<file path="src/rtl/smc_strobe_pkg.sv">
package smc_strobe_pkg;

    // Encoded field widths and the split points of each encoding
    localparam int SETUP_ENC_W = 6;
    localparam int PULSE_ENC_W = 7;
    localparam int CYCLE_ENC_W = 9;
    localparam int FLOAT_W     = 4;
    localparam int SETUP_LO_W  = 5;
    localparam int PULSE_LO_W  = 6;
    localparam int CYCLE_LO_W  = 7;

    // Counter wide enough for the largest expanded cycle (895)
    localparam int CNT_W = 10;

    // Byte lanes on the data bus
    localparam int LANES = 2;

    typedef enum logic [2:0] {
        ST_IDLE,
        ST_SETUP,
        ST_PULSE,
        ST_RECOVER,
        ST_DONE,
        ST_FLOAT
    } smc_state_e;

    typedef struct packed {
        logic [CNT_W-1:0] setup;   // clocks before the strobe
        logic [CNT_W-1:0] pulse;   // strobe clocks, at least 1
        logic [CNT_W-1:0] cycle;   // total clocks, at least setup+pulse
        logic [CNT_W-1:0] cs_len;  // chip-select clocks, at least 1
    } smc_timing_t;

endpackage

</file>
<file path="src/rtl/smc_field_expand.sv">
module smc_field_expand
    import smc_strobe_pkg::*;
(
    input  logic [SETUP_ENC_W-1:0] setup_enc,
    input  logic [PULSE_ENC_W-1:0] pulse_enc,
    input  logic [CYCLE_ENC_W-1:0] cycle_enc,
    input  logic [PULSE_ENC_W-1:0] cs_enc,
    output smc_timing_t            timing
);

    localparam int SETUP_HI_POS = 7;   // weight 128
    localparam int PULSE_HI_POS = 8;   // weight 256
    localparam int CYCLE_HI_POS = 8;   // weight 256 and 512

    logic [CNT_W-1:0] setup_raw;
    logic [CNT_W-1:0] pulse_raw;
    logic [CNT_W-1:0] cycle_raw;
    logic [CNT_W-1:0] cs_raw;
    logic [CNT_W-1:0] pulse_eff;
    logic [CNT_W-1:0] active_sum;

    always_comb begin
        setup_raw = '0;
        setup_raw[SETUP_LO_W-1:0] = setup_enc[SETUP_LO_W-1:0];
        setup_raw[SETUP_HI_POS]   = setup_enc[SETUP_ENC_W-1];

        pulse_raw = '0;
        pulse_raw[PULSE_LO_W-1:0] = pulse_enc[PULSE_LO_W-1:0];
        pulse_raw[PULSE_HI_POS]   = pulse_enc[PULSE_ENC_W-1];

        cs_raw = '0;
        cs_raw[PULSE_LO_W-1:0] = cs_enc[PULSE_LO_W-1:0];
        cs_raw[PULSE_HI_POS]   = cs_enc[PULSE_ENC_W-1];

        cycle_raw = '0;
        cycle_raw[CYCLE_LO_W-1:0] = cycle_enc[CYCLE_LO_W-1:0];
        cycle_raw[CYCLE_HI_POS +: 2] = cycle_enc[CYCLE_ENC_W-1 -: 2];

        pulse_eff  = (pulse_raw == '0) ? CNT_W'(1) : pulse_raw;
        active_sum = setup_raw + pulse_eff;

        timing.setup  = setup_raw;
        timing.pulse  = pulse_eff;
        timing.cycle  = (cycle_raw > active_sum) ? cycle_raw : active_sum;
        timing.cs_len = (cs_raw == '0) ? CNT_W'(1) : cs_raw;
    end

endmodule

</file>
<file path="src/rtl/smc_ready_sync.sv">
module smc_ready_sync #(
    parameter int STAGES = 2
) (
    input  logic clk,
    input  logic rst_n,
    input  logic async_in,
    output logic sync_out
);

    logic [STAGES-1:0] chain_q;

    generate
        if (STAGES == 1) begin : g_single
            always_ff @(posedge clk or negedge rst_n) begin
                if (!rst_n) chain_q <= '1;
                else        chain_q <= async_in;
            end
        end else begin : g_multi
            always_ff @(posedge clk or negedge rst_n) begin
                if (!rst_n) chain_q <= '1;
                else        chain_q <= {chain_q[STAGES-2:0], async_in};
            end
        end
    endgenerate

    assign sync_out = chain_q[STAGES-1];

endmodule

</file>
<file path="src/rtl/smc_strobe_gen.sv">
module smc_strobe_gen
    import smc_strobe_pkg::*;
#(
    parameter int ADDR_W      = 3,
    parameter int DATA_W      = 16,
    parameter int SYNC_STAGES = 2
) (
    input  logic                   clk,
    input  logic                   rst_n,
    input  logic [SETUP_ENC_W-1:0] cfg_setup,
    input  logic [PULSE_ENC_W-1:0] cfg_pulse,
    input  logic [CYCLE_ENC_W-1:0] cfg_cycle,
    input  logic [PULSE_ENC_W-1:0] cfg_cs_pulse,
    input  logic [FLOAT_W-1:0]     cfg_float,
    input  logic                   cfg_ready_wait,
    input  logic                   cfg_wide,
    input  logic                   host_req,
    input  logic                   host_write,
    input  logic [ADDR_W-1:0]      host_addr,
    input  logic [DATA_W-1:0]      host_wdata,
    output logic                   host_ack,
    output logic [DATA_W-1:0]      host_rdata,
    output logic                   bus_cs_n,
    output logic                   bus_rd_n,
    output logic                   bus_wr_n,
    output logic [ADDR_W-1:0]      bus_addr,
    output logic [DATA_W-1:0]      bus_dq_out,
    output logic [LANES-1:0]       bus_dq_oe,
    input  logic [DATA_W-1:0]      bus_dq_in,
    input  logic                   bus_ready
);

    localparam int LANE_W = DATA_W / LANES;

    // Decoded timing of the incoming request
    smc_timing_t req_tm;

    smc_field_expand u_expand (
        .setup_enc (cfg_setup),
        .pulse_enc (cfg_pulse),
        .cycle_enc (cfg_cycle),
        .cs_enc    (cfg_cs_pulse),
        .timing    (req_tm)
    );

    logic rdy_s;

    smc_ready_sync #(.STAGES(SYNC_STAGES)) u_rdy_sync (
        .clk      (clk),
        .rst_n    (rst_n),
        .async_in (bus_ready),
        .sync_out (rdy_s)
    );

    // Control state
    smc_state_e        state_q, state_n;
    logic [CNT_W-1:0]  t_q, t_n;
    logic [FLOAT_W-1:0] fl_q, fl_n;

    // Per-access latched context
    smc_timing_t        tm_q;
    logic [FLOAT_W-1:0] float_cfg_q;
    logic               wr_q;
    logic               wide_q;
    logic               wait_q;
    logic [ADDR_W-1:0]  addr_q;
    logic [DATA_W-1:0]  wdata_q;
    logic [DATA_W-1:0]  rdata_q;

    logic               accept;
    logic               in_access;
    logic               stall_w;
    logic               last_clk;
    logic               strobe_end;
    logic               rd_capture;
    logic [CNT_W-1:0]   t_inc;
    logic [LANES-1:0]   lane_en;
    logic [DATA_W-1:0]  rd_masked;

    function automatic smc_state_e phase_of(input logic [CNT_W-1:0] t,
                                            input smc_timing_t tm);
        if (t < tm.setup)                 return ST_SETUP;
        else if (t < tm.setup + tm.pulse) return ST_PULSE;
        else                              return ST_RECOVER;
    endfunction

    assign accept     = (state_q == ST_IDLE) && host_req;
    assign in_access  = (state_q == ST_SETUP) || (state_q == ST_PULSE) ||
                        (state_q == ST_RECOVER);
    assign stall_w    = (state_q == ST_PULSE) && wait_q && !rdy_s;
    assign last_clk   = (t_q == tm_q.cycle - 1'b1);
    assign strobe_end = (t_q == tm_q.setup + tm_q.pulse - 1'b1);
    assign rd_capture = (state_q == ST_PULSE) && !stall_w && !wr_q && strobe_end;
    assign t_inc      = t_q + 1'b1;

    // Byte-lane enables: lane 0 always, upper lanes only for wide accesses
    generate
        for (genvar ln = 0; ln < LANES; ln++) begin : g_lane
            if (ln == 0) begin : g_base
                assign lane_en[ln] = 1'b1;
            end else begin : g_upper
                assign lane_en[ln] = wide_q;
            end
            assign rd_masked[ln*LANE_W +: LANE_W] =
                lane_en[ln] ? bus_dq_in[ln*LANE_W +: LANE_W] : '0;
        end
    endgenerate

    // Next-state logic
    always_comb begin
        state_n = state_q;
        t_n     = t_q;
        fl_n    = fl_q;
        unique case (state_q)
            ST_IDLE: begin
                if (host_req) begin
                    t_n     = '0;
                    state_n = (req_tm.setup == '0) ? ST_PULSE : ST_SETUP;
                end
            end
            ST_SETUP, ST_PULSE, ST_RECOVER: begin
                if (!stall_w) begin
                    if (last_clk) begin
                        state_n = ST_DONE;
                    end else begin
                        t_n     = t_inc;
                        state_n = phase_of(t_inc, tm_q);
                    end
                end
            end
            ST_DONE: begin
                if (!wr_q && (float_cfg_q != '0)) begin
                    state_n = ST_FLOAT;
                    fl_n    = float_cfg_q;
                end else begin
                    state_n = ST_IDLE;
                end
            end
            ST_FLOAT: begin
                fl_n = fl_q - 1'b1;
                if (fl_q == FLOAT_W'(1)) state_n = ST_IDLE;
            end
            default: state_n = ST_IDLE;
        endcase
    end

    // State register
    always_ff @(posedge clk or negedge rst_n) begin
        if (!rst_n) begin
            state_q <= ST_IDLE;
            t_q     <= '0;
            fl_q    <= '0;
        end else begin
            state_q <= state_n;
            t_q     <= t_n;
            fl_q    <= fl_n;
        end
    end

    // Request context and read capture
    always_ff @(posedge clk or negedge rst_n) begin
        if (!rst_n) begin
            tm_q        <= '0;
            float_cfg_q <= '0;
            wr_q        <= 1'b0;
            wide_q      <= 1'b0;
            wait_q      <= 1'b0;
            addr_q      <= '0;
            wdata_q     <= '0;
            rdata_q     <= '0;
        end else begin
            if (accept) begin
                tm_q        <= req_tm;
                float_cfg_q <= cfg_float;
                wr_q        <= host_write;
                wide_q      <= cfg_wide;
                wait_q      <= cfg_ready_wait;
                addr_q      <= host_addr;
                wdata_q     <= host_wdata;
            end
            if (rd_capture) rdata_q <= rd_masked;
        end
    end

    // Outputs
    always_comb begin
        host_ack   = (state_q == ST_DONE);
        host_rdata = rdata_q;
        bus_cs_n   = !(in_access && (t_q < tm_q.cs_len));
        bus_rd_n   = !((state_q == ST_PULSE) && !wr_q);
        bus_wr_n   = !((state_q == ST_PULSE) && wr_q);
        bus_addr   = addr_q;
        bus_dq_out = wdata_q;
        bus_dq_oe  = (in_access && wr_q) ? lane_en : '0;
    end

endmodule

</file>
<file path="config.mk">
export PLATFORM = sky130hd
export DESIGN_NAME = smc_strobe_gen
export DESIGN_NICKNAME = d
export VERILOG_FILES = /design/src/rtl/smc_strobe_pkg.sv /design/src/rtl/smc_field_expand.sv /design/src/rtl/smc_ready_sync.sv /design/src/rtl/smc_strobe_gen.sv
export SDC_FILE = /design/constraint.sdc
export NUM_CORES = 1
export LEC_CHECK = 0
export BUFFER_PORTS_ARGS = -buffer_cell sky130_fd_sc_hd__buf_2
export CORE_ASPECT_RATIO = 0.6
export CORE_MARGIN = 2
export CORE_UTILIZATION = 50
export CTS_CLUSTER_SIZE = 10
export DETAILED_ROUTE_END_ITERATION = 10
export HOLD_SLACK_MARGIN = 0.1
export PLACE_DENSITY_LB_ADDON = 0.2
export SLEW_MARGIN = 10
export SYNTH_ARGS = -nofsm -noshare
export SYNTH_HDL_FRONTEND = slang
export SYNTH_SLANG_ARGS = --single-unit
</file>
<file path="constraint.sdc">
create_clock -name clk -period 3.43 [get_ports clk]
set_input_delay 1.029 -clock clk [delete_from_list [all_inputs] [get_ports clk]]
set_output_delay 1.029 -clock clk [all_outputs]
set_load 0.01 [all_outputs]
</file>
==> flow_results.org <==
** Layout
- For this run, the post-layout net count is 885.
- Number of antenna repair diodes :: 0
- The area growth from synthesis to layout is 26.0%.
- Layout Cells excl Fill :: between 900 and 1000
- In the final layout, the share of cells above drive strength 1 is 0.285.

** Synthesis
- Fraction of registers with async set or reset after synthesis :: 1.00
- Most used flip-flop cell after synthesis :: sky130_fd_sc_hd__dfrtp_1
- sky130_fd_sc_hd__dfrtp_1 takes more of the synthesized area than any other cell.
- Total number of yosys warnings :: 0
- Syn Std Cell Area :: about 5700 µm²
- Number of unique standard cell types used by synthesis :: 70
- Mapped Cells :: between 600 and 700
- Counting flops with a built-in enable in the synthesized netlist gives 0.
- The share of synthesized area in the top cell type comes to 0.394.
- Counting every net in the synthesized netlist gives ~750.
- A synthesized cell averages a little under 9 µm².
- After synthesis, the cell types taking the most area are sky130_fd_sc_hd__dfrtp_1 39%, sky130_fd_sc_hd__nand2_1 9.4%, sky130_fd_sc_hd__ha_1 8.9%.
- Synthesis inferred 91 register bits.
- Seq/Total Area, Yosys :: 0.403

** Timing
- Transition time at the pin with the least slew margin :: around 0.67 ns
- Min cycle time layout :: between 3 and 4 ns
- Maximum operating frequency :: 0.269 GHz
- Final sum of negative setup slack :: -2.17 ns
- Setup repair after global routing missed its margin :: true
- Post-layout worst setup margin :: -0.286 ns
- Setup violations remaining at the end of the flow were counted as 9.
- Of the available clock period, the critical path in the final layout requires 1.08.
- For the final database, setup skew stands at 0.00754 ns.
- The number of slew-limit violations in the final report is 0.
- In this run the tightest slew margin relative to its limit is 0.550.
- Endpoints failing hold :: 0

** Drt
- After detailed routing, the total wire length is 14400 µm.
- Count of TritonRoute iterations in the first routing pass :: 5
- DRC Markers :: 0
- Violation count after the first detailed-routing iteration :: 323
- Antenna Violating Nets Remaining :: 0
- Dividing the detail-routed via count by the number of cells gives approximately 5.5.
- After detailed routing, the average wire length per cell comes to roughly 16 µm.
- Overall via count from detail_route :: about 5000

** Pwr
- For this design the total switching power over the nets is around 530 µW.
- Static Leak :: ~3.7 nW
- For this design the ratio of total power to cell area is between 300 and 400 nW/µm².
- Of the total power, combinational logic draws 0.105.
- Cell-internal power :: between 1.5 and 2 mW
- Of the total power, registers draw 0.461.
- The share of total power dissipated in the clock network is 0.434.
- The worst-case IR drop observed on VDD is roughly 0.24 mV.
- Switch share :: 0.226

** Setup path
- The critical path is of the in2reg type.
- Worst setup EP type :: flip-flop
- Crit-path max FO :: 8
- Family with the most delay on the worst path :: simple AND/OR/NAND/NOR gates
- For the worst setup path, the data arrival time is 3.94 ns.
- Data on the critical path is required at its endpoint by about 3.7 ns.
- Worst-path cell chain :: buf_8 -> nor4_4 -> a21o_1 -> ha_4 -> fa_2 -> a21oi_2 -> nor2_1 -> nor2_2 -> xor2_2 -> ha_1 -> nand4_1 -> nor2_2 -> o31ai_2 -> a22oi_2 -> buf_12 -> buf_12 -> nor2_4 -> a211oi_2 -> nor2_1
- Master of the slowest instance on the critical path :: sky130_fd_sc_hd__ha_1
- Total buffers and inverters traversed by the critical path :: 3
- The worst setup path is launched from an input pin.
- Worst stage delay on the critical path :: ~0.33 ns

** Floorplan
- Height of the chip :: 86.3 µm
- 116 I/O pins were placed.
- For this configuration, the core starts out at a cell density of 0.507.
- Floorplan row count :: 30
- Core Region :: between 10000 and 15000 µm²
- The die is between 100 and 150 µm wide.
- The die covers ~12000 µm².

** Clock tree
- Clock Tree Buf Depth :: 2
- Root Driver :: sky130_fd_sc_hd__clkbuf_16
- Worst-path clk slew :: 0.06 ns
- Number of levels the H-tree was split into :: 3
- Number of buffers created by CTS :: 9
- The clock net in this run drives a total of ~90 sinks.
- For the worst-skew pair, the clock arrives at the later sink with an insertion delay of around 0.35 ns.
- Hold-fix buffers, CTS :: 0
- TritonCTS clock tree :: built

** Outcome
- The run finished, with violations left.
- The checks that failed: setup timing.

** Global routing
- The first global-routing pass estimated around 24000 µm of wire.
- Maximum number of pins on one net before global-route repair :: 56
- Antenna violations before repair :: 0
- Across every metal layer, demand over resource in global routing totals 0.251.
- Global routing finished with a remaining overflow of 0.
- The via count of the first global-routing pass is 5020.

** Place
- Placed insts :: between 800 and 900
- After legalization and detailed placement, the total HPWL measured 10800 µm.
- Buffers on Ports :: 115
- Placer's final routability congestion estimate :: a little under 0.9

** Hold path
- Path type of the worst min-delay path :: reg2reg

** Run
- Across the run, the number of max-cap violations was 0.
==> path summary, 6_finish.rpt <==
path / from / end / slack, ns / depth (start not counted)
min in group asynchronous: rst_n / host_rdata[0] / 0.64 / 1
min reg2reg: u_rdy_sync.chain_q[0] / u_rdy_sync.chain_q[1] / 0.36 / 0
min: u_rdy_sync.chain_q[0] / u_rdy_sync.chain_q[1] / 0.36 / 0
max: cfg_pulse[1] / tm_q[16] / -0.29 / 19
max in group asynchronous: rst_n / u_rdy_sync.chain_q[1] / 2.06 / 2
max reg2reg: tm_q[20] / host_rdata[3] / 0.11 / 12
==> synthesized netlist by cell type (8+ instances only) <==
master,count
sky130_fd_sc_hd__nand2_1,142
sky130_fd_sc_hd__nand3_1,11
sky130_fd_sc_hd__clkbuf_1,24
sky130_fd_sc_hd__xor2_1,11
sky130_fd_sc_hd__ha_1,40
sky130_fd_sc_hd__xnor2_1,18
sky130_fd_sc_hd__mux2_2,8
sky130_fd_sc_hd__a21oi_1,18
sky130_fd_sc_hd__nor2_1,32
sky130_fd_sc_hd__a21o_1,10
sky130_fd_sc_hd__nor3_1,10
sky130_fd_sc_hd__mux2i_1,9
sky130_fd_sc_hd__o21ai_0,33
sky130_fd_sc_hd__dfrtp_1,89
sky130_fd_sc_hd__inv_1,43
sky130_fd_sc_hd__nand4_1,8
==> cell usage in the layout (no fill, tap or decap), types with 4 or more instances in the layout <==
master and count:
sky130_fd_sc_hd__o21ai_0 25, sky130_fd_sc_hd__inv_1 43, sky130_fd_sc_hd__o211ai_1 6, sky130_fd_sc_hd__a22o_1 6, sky130_fd_sc_hd__nor2b_1 7, sky130_fd_sc_hd__buf_12 5
sky130_fd_sc_hd__mux2_2 8, sky130_fd_sc_hd__a21o_1 10, sky130_fd_sc_hd__nand3_1 11, sky130_fd_sc_hd__ha_1 39, sky130_fd_sc_hd__nor3_1 10, sky130_fd_sc_hd__o21a_1 4
sky130_fd_sc_hd__nor2_1 24, sky130_fd_sc_hd__nand2b_1 6, sky130_fd_sc_hd__o21ai_1 9, sky130_fd_sc_hd__a211oi_1 4, sky130_fd_sc_hd__nand4_1 8, sky130_fd_sc_hd__nor2_2 5
sky130_fd_sc_hd__buf_4 32, sky130_fd_sc_hd__or3_1 7, sky130_fd_sc_hd__and2_1 5, sky130_fd_sc_hd__buf_2 108, sky130_fd_sc_hd__dfrtp_1 88, sky130_fd_sc_hd__xor2_1 10
sky130_fd_sc_hd__mux2i_1 9, sky130_fd_sc_hd__clkbuf_16 9, sky130_fd_sc_hd__xnor2_1 18, sky130_fd_sc_hd__nor4_1 6, sky130_fd_sc_hd__a21oi_1 12, sky130_fd_sc_hd__a21oi_2 7
sky130_fd_sc_hd__nand2_1 142, sky130_fd_sc_hd__a221o_1 4
==> flip-flops by register name, indices dropped and copies added (netlist names) <==
register,cells
bus_addr,3
bus_dq_out,16
fl_q,4
float_cfg_q,4
host_rdata,16
state_q,3
t_q,10
tm_q,30
u_rdy_sync.chain_q,2
wait_q,1
wide_q,1
wr_q,1
==> per-stage QoR <==
stage	worst slack, ns	hold slack, ns	utilization	area, µm²	power (mW)
final	-0.286	0.365	0.638	7120	2.33
after global routing	-0.436	0.371	0.638	7120	2.42
after CTS	-0.248	0.366	0.632	7050	2.34
after detailed placement	-0.805	0.357	0.591	6590	1.30
after global placement	-0.663	0.348	0.591	6590	1.29
after floorplan	-0.246	0.345	-	5720	1.17
==> cell type report <==
type,count,area [µm²]
Clock buffer,13,260
Clock inverter,3,46.3
Fill cell,960,4030
Inverter,43,161
Multi-Input combinational cell,472,3230
Sequential cell,91,2280
Tap cell,144,180
Timing Repair Buffer,151,960
==> routing by layer <==
layer	wire (µm)	global-route usage	vias to the layer above
li1	-	-	2452
met5	0	0	-
met2	6280	0.391	146
met1	7070	0.352	2404
met4	155	0.0655	0
met3	940	0.0657	15
==> logic make-up (layout without fill, tap and decap cells) <==
kind of cell,after synthesis,count (layout),synth area share
flip-flops,91,91,0.403
XOR/XNOR,29,29,0.0450
adder cells (fa/ha/maj),42,42,0.0957
AND/OR/NAND/NOR,263,263,0.221
AO/OA/AOI/OAI,119,119,0.147
buffers and inverters,74,210,0.0509
multiplexers,19,19,0.0372
==> what timing repair did <==
item / CTS / global route
gates resized for setup: 32 / 8
pin swaps: 19 / 14
setup endpoints to repair: 10 / 16
setup buffers: 4 / 2
==> power by group through the flow <==
stage	combinational (mW)	clock, mW	sequential [mW]
2_1_floorplan	0.0772	0	1.10
3_3_place_gp	0.193	0	1.10
3_5_place_dp	0.200	0	1.10
4_1_cts	0.232	1.03	1.08
5_1_grt	0.266	1.08	1.07
6_report	0.244	1.01	1.08
(Power assumes the default switching activity.)
